**src/rtl/euler_diffeq_dp.sv**
```systemverilog
`timescale 1ns/1ps
module euler_diffeq_dp #(
  parameter int W    = 32,
  parameter int FRAC = 16,
  parameter int NMUL = 1,
  parameter int NALU = 1
)(
  input  logic                clk,
  input  logic                rst_n,
  input  logic                start,
  input  logic signed [W-1:0] x_in,
  input  logic signed [W-1:0] y_in,
  input  logic signed [W-1:0] u_in,
  input  logic signed [W-1:0] dx_in,
  input  logic signed [W-1:0] a_in,
  output logic                busy,
  output logic                done,
  output logic signed [W-1:0] y_out
);
  localparam int CFG   = (NMUL == 2 ? 2 : 0) + (NALU == 2 ? 1 : 0);
  localparam int CSTEP = (CFG == 0) ? 7 : (CFG == 3) ? 5 : 6;
  localparam int SW    = $clog2(CSTEP + 1);

  // op codes: multiplier 1..4 = xu, xu*dx, y*dx, u*dx
  // alu 1 x+dx, 2 x<a, 3 sum of products, 4 triple, 5 u-t, 6 y+ud
  function automatic logic [23:0] mul_word(input int k);
    if (NMUL == 2) return (k == 0) ? 24'o00000021 : 24'o00000043;
    return 24'o00004321;
  endfunction

  function automatic logic [23:0] alu_word(input int k);
    case (CFG)
      0:       return (k == 0) ? 24'o06543021 : 24'o0;
      1:       return (k == 0) ? 24'o00543001 : 24'o00060002;
      2:       return (k == 0) ? 24'o00654321 : 24'o0;
      default: return (k == 0) ? 24'o00054301 : 24'o00000602;
    endcase
  endfunction

  logic [SW-1:0] step;
  logic signed [W-1:0] x_r, y_r, u_r, dx_r, a_r;
  logic signed [W-1:0] p1, p2, p3, p4, xn, sm, tr, un, yn;
  logic cf;

  logic [2:0]          mop [NMUL];
  logic signed [W-1:0] mr  [NMUL];
  logic [2:0]          aop [NALU];
  logic signed [W-1:0] ar  [NALU];

  wire run = busy && (step != SW'(CSTEP));

  for (genvar g = 0; g < NMUL; g++) begin : g_mul
    localparam logic [23:0] MW = mul_word(g);
    logic signed [W-1:0]   ma, mb;
    logic signed [2*W-1:0] p;
    assign mop[g] = MW[3*step +: 3];
    always_comb begin
      case (mop[g])
        3'd2:    begin ma = p1;  mb = dx_r; end
        3'd3:    begin ma = y_r; mb = dx_r; end
        3'd4:    begin ma = u_r; mb = dx_r; end
        default: begin ma = x_r; mb = u_r;  end
      endcase
    end
    assign p      = {{W{ma[W-1]}}, ma} * {{W{mb[W-1]}}, mb};
    assign mr[g]  = W'(p >>> FRAC);
  end

  for (genvar g = 0; g < NALU; g++) begin : g_alu
    localparam logic [23:0] AW = alu_word(g);
    assign aop[g] = AW[3*step +: 3];
    always_comb begin
      case (aop[g])
        3'd1:    ar[g] = x_r + dx_r;
        3'd2:    ar[g] = {{(W-1){1'b0}}, (x_r < a_r)};
        3'd3:    ar[g] = p2 + p3;
        3'd4:    ar[g] = (sm <<< 1) + sm;
        3'd5:    ar[g] = u_r - tr;
        3'd6:    ar[g] = y_r + p4;
        default: ar[g] = '0;
      endcase
    end
  end

  always_ff @(posedge clk or negedge rst_n) begin
    if (!rst_n) begin
      {p1, p2, p3, p4, xn, sm, tr, un, yn} <= '0;
      cf <= 1'b0;
    end else if (run) begin
      for (int k = 0; k < NMUL; k++)
        case (mop[k])
          3'd1: p1 <= mr[k];
          3'd2: p2 <= mr[k];
          3'd3: p3 <= mr[k];
          3'd4: p4 <= mr[k];
          default: ;
        endcase
      for (int k = 0; k < NALU; k++)
        case (aop[k])
          3'd1: xn <= ar[k];
          3'd2: cf <= ar[k][0];
          3'd3: sm <= ar[k];
          3'd4: tr <= ar[k];
          3'd5: un <= ar[k];
          3'd6: yn <= ar[k];
          default: ;
        endcase
    end
  end

  always_ff @(posedge clk or negedge rst_n) begin
    if (!rst_n) begin
      busy <= 1'b0; done <= 1'b0; step <= '0;
      {x_r, y_r, u_r, dx_r, a_r} <= '0;
    end else begin
      done <= 1'b0;
      if (!busy) begin
        if (start) begin
          x_r <= x_in; y_r <= y_in; u_r <= u_in; dx_r <= dx_in; a_r <= a_in;
          busy <= 1'b1; step <= '0;
        end
      end else if (step == SW'(CSTEP)) begin
        x_r <= xn; u_r <= un; y_r <= yn;
        step <= '0;
        if (!cf) begin busy <= 1'b0; done <= 1'b1; end
      end else begin
        step <= step + 1'b1;
      end
    end
  end

  assign y_out = y_r;

  assert_load_R1: assert property (@(posedge clk) disable iff (!rst_n)
    (!busy && start) |=> (busy && x_r == $past(x_in) && y_r == $past(y_in)));
  assert_xstep_R2: assert property (@(posedge clk) disable iff (!rst_n)
    (busy && step == SW'(CSTEP)) |=> (x_r == $past(x_r) + $past(dx_r)));
  assert_exit_R5: assert property (@(posedge clk) disable iff (!rst_n)
    done |-> !busy);
  assert_done_pulse_R6: assert property (@(posedge clk) disable iff (!rst_n)
    done |=> !done);
  assert_hold_R6: assert property (@(posedge clk) disable iff (!rst_n)
    (!busy && !start) |=> $stable(y_out));
  assert_ignore_R7: assert property (@(posedge clk) disable iff (!rst_n)
    (busy && start && step != SW'(CSTEP)) |=> (busy && step == $past(step) + 1'b1));
  assert_step_range_R8: assert property (@(posedge clk) disable iff (!rst_n)
    busy |-> (step <= SW'(CSTEP)));
endmodule

```
**config.mk**
```make
export PLATFORM = sky130hd
export DESIGN_NAME = euler_diffeq_dp
export DESIGN_NICKNAME = d
export VERILOG_FILES = /design/src/rtl/euler_diffeq_dp.sv
export SDC_FILE = /design/constraint.sdc
export NUM_CORES = 2
export LEC_CHECK = 0
export BUFFER_PORTS_ARGS = -buffer_cell sky130_fd_sc_hd__buf_4
export CORE_MARGIN = 2
export CORE_UTILIZATION = 45
export DETAILED_ROUTE_END_ITERATION = 12
export HOLD_SLACK_MARGIN = 0.08
export REMOVE_ABC_BUFFERS = 1
export SLEW_MARGIN = 15
export SYNTH_ARGS = -nofsm -noshare
export SYNTH_HDL_FRONTEND = slang
export SYNTH_SLANG_ARGS = --single-unit
```
**constraint.sdc**
```tcl
create_clock -name clk -period 11.2 [get_ports clk]
set_input_delay 2.24 -clock clk [delete_from_list [all_inputs] [get_ports clk]]
set_output_delay 2.24 -clock clk [all_outputs]
set_load 0.01 [all_outputs]
```
==> impl_metrics.json <==
{
  "cts_tree": "yes",
  "r2r_start": "step[2]$_DFFE_PN0P_",
  "clock_path_buffers": 3,
  "synth_warnings": 0,
  "htreeDepth": 2,
  "drc": 0,
  "gp_congestion": 1.006,
  "wl_per_cell_um": 24.63,
  "startpoint_type": "register",
  "end_kind": "register",
  "fin_nets": 7683,
  "root_buffer": "clkbuf_16",
  "rows": 128,
  "setup_ws_ns": 0.3827,
  "insertion_delay_ns": 0.70,
  "synth_seq_area_share_pct": 20.53,
  "grt_pass1_vias": 46550,
  "cpMostUsedCell": "fa_1",
  "finalWirelength_um": 196700,
  "drt_iter0_drc": 4101,
  "finalCritPeriodShare_pct": 96.58,
  "syn-mean-instance-area_um2": 8.961,
  "final_util_pct": 50.40,
  "maxCapViolCount": 0,
  "path_clk_slew_ns": 0.06,
  "place_hpwl_um": 158100,
  "layout-drive-gt1-share_pct": 10.20,
  "grt_antenna_before_repair": 7,
  "port_buffers": 196,
  "hp-class": "reg -> reg",
  "initial_core_util_pct": 45.40,
  "crit_path_top_delay_cell": "a221o_1",
  "die_y_um": 354.6,
  "ant_nets": 0,
  "ios": 197,
  "fillers": 11580,
  "grt-ovfl-total": 0,
  "worstPathMaxFanout": 18,
  "coreArea_mm2": 0.1219,
  "netlist_instances": 6174,
  "setup_viol": 0,
  "vias": 44890,
  "syn-cell-area_mm2": 0.05533,
  "worst_pin_slew_ns": 1.253,
  "rsz0062_at_grt": "false",
  "synthFlopType": "dfrtp_1",
  "status": "finished, final reports clean",
  "timing.critical_path.from": "step[2]$_DFFE_PN0P_",
  "synth_seq_cells": 454,
  "die_area_mm2": 0.1258,
  "grt_pass1_wl_um": 296800,
  "grt_max_degree": 142,
  "synthArstFlopShare_pct": 100.0,
  "slew_viol_final": 0,
  "synthToLayoutAreaGrowth_pct": 11.01,
  "fin_hold_ws_ns": 0.4740,
  "crit_family": "adder cells",
  "dp_slack_ns": 0.3076,
  "routed_via_density": 5.619,
  "period_needed_ns": 10.82,
  "arrival_ns": 11.31,
  "critPathKind": "reg -> reg",
  "path_buf_inv": 3,
  "hold_viol": 0,
  "worstHoldStart": "un[4]$_DFFE_PN0P_",
  "dr.pass1.iters": 6,
  "num_antenna_cells": 0,
  "die_x_um": 354.6,
  "grt_util_all_layers_pct": 31.76,
  "cts_buffers": 53,
  "max_slew_margin_pct": 15.56,
  "ys_types": 91,
  "clkSinkCount": 454,
  "fmax_mhz": 92.44,
  "synth-edff-count": 0,
  "cp_data_required_time_ns": 11.69,
  "clock_skew_ns": 0.07355,
  "cpPeakStageDelay_ns": 0.78
}
[registers in the layout (all words and copies together) (netlist names)]
name	flops
u_r	32
step	3
sm	32
dx_r	32
x_r	32
un	32
done	1
cf	1
xn	32
tr	32
p1	32
p3	32
yn	32
y_out	32
p2	32
a_r	32
busy	1
p4	32
[cells in the final DEF, fill, tap and decap left out, drive strengths merged, types with 84 or more instances in the layout]
cell | Yosys | final
xnor2 | 122 | 122
xor2 | 84 | 84
inv | 894 | 896
o21ai | 447 | 447
nand2 | 1048 | 1049
a21o | 113 | 113
ha | 355 | 355
fa | 843 | 843
dfrtp | 454 | 454
a21oi | 249 | 249
nor2 | 587 | 587
buf | 30 | 374
mux2i | 129 | 129
[synth_stat cells, drive strengths merged (10+ instances only)]
| cell type | instances | area share, % |
|---|---|---|
| nor3 | 30 | 0.28 |
| nor2 | 587 | 4.0 |
| o21bai | 33 | 0.45 |
| a221o | 34 | 0.62 |
| mux2 | 80 | 1.6 |
| mux2i | 129 | 2.3 |
| fa | 843 | 31 |
| o31ai | 16 | 0.23 |
| or2 | 10 | 0.11 |
| ha | 355 | 8.0 |
| o21ai | 447 | 4.1 |
| xor2 | 84 | 1.3 |
| o211ai | 11 | 0.16 |
| and3 | 12 | 0.14 |
| o22ai | 10 | 0.11 |
| a211oi | 25 | 0.34 |
| and2 | 13 | 0.15 |
| xnor2 | 122 | 2.0 |
| a221oi | 39 | 0.78 |
| buf | 30 | 0.27 |
| nor2b | 24 | 0.27 |
| a21o | 113 | 1.5 |
| a21oi | 249 | 2.3 |
| nand4 | 24 | 0.27 |
| nand2b | 22 | 0.25 |
| o21a | 24 | 0.33 |
| clkbuf | 253 | 1.7 |
| a31oi | 13 | 0.15 |
| inv | 894 | 6.1 |
| nand3 | 46 | 0.43 |
| nand2 | 1048 | 7.1 |
| dfrtp | 454 | 21 |
[tightest hold or removal path: cells and delay by family (launching register included)]
family           cells  cell delay [ns]
DFF                  1             0.34
and+or+nand+nor      2             0.11
[area by class of cell]
class | instances | area (um2) | share of cell area [%]
well taps | 1625 | 2033 | 3.310
clock buffers | 68 | 1473 | 2.398
multi-input cells | 4545 | 39840 | 64.86
flip-flops and latches | 454 | 11360 | 18.50
clock inverters | 29 | 460.4 | 0.7497
inverters | 894 | 3359 | 5.470
repair buffers | 374 | 2890 | 4.706
[final timing paths]
| kind | to | slack, ns | depth (start not counted) |
|---|---|---|---|
| setup / recovery | p2[24]$_DFFE_PN0P_ | 0.38 | 29 |
| hold / removal | un[4]$_DFFE_PN0P_ | 0.47 | 2 |
| setup reg to reg | p2[24]$_DFFE_PN0P_ | 0.38 | 29 |
| min in group asynchronous | un[3]$_DFFE_PN0P_ | 1.64 | 1 |
| max in group asynchronous | yn[17]$_DFFE_PN0P_ | 7.40 | 3 |
| hold reg to reg | un[4]$_DFFE_PN0P_ | 0.47 | 2 |
[per-layer routing]
metal  global-route usage [%]  vias to the layer above  wire length [um]
met5                        0                        -                27
met4                    12.86                        4              9415
met3                    8.679                      375             21660
met2                    47.51                     2095             84450
met1                    43.69                    22440             81190
li1                         -                    19980                 -
[stage by stage]
| step | instances | area (um2) | setup TNS [ns] |
|---|---|---|---|
| final | 7989 | 61420 | 0 |
| after CTS | 7977 | 61260 | 0 |
| after floorplan | 5891 | 54230 | -284.15 |
| after global placement | 7880 | 59330 | 0 |
| after detailed placement | 7880 | 59330 | 0 |
| after global routing | 7989 | 61420 | 0 |
[repair_timing]
item | 4_1_cts | 5_1_grt
hold buffers | 0 | 0
setup endpoints to repair | 0 | 32
setup buffers | 0 | 10
gates resized for setup | 0 | 13
[cells by family after synthesis]
kind of cell,share of synthesized area (%)
muxes,3.962
buffers and inverters,8.053
and+or+nand+nor,13.48
xor gates and xnor gates,3.288
adders and majority gates,38.53
AOI/OAI and AO/OA,12.16
DFF,20.53
Power is not shown: default switching activity piles up to over one toggle a cycle in this logic, so the estimate is an artifact.
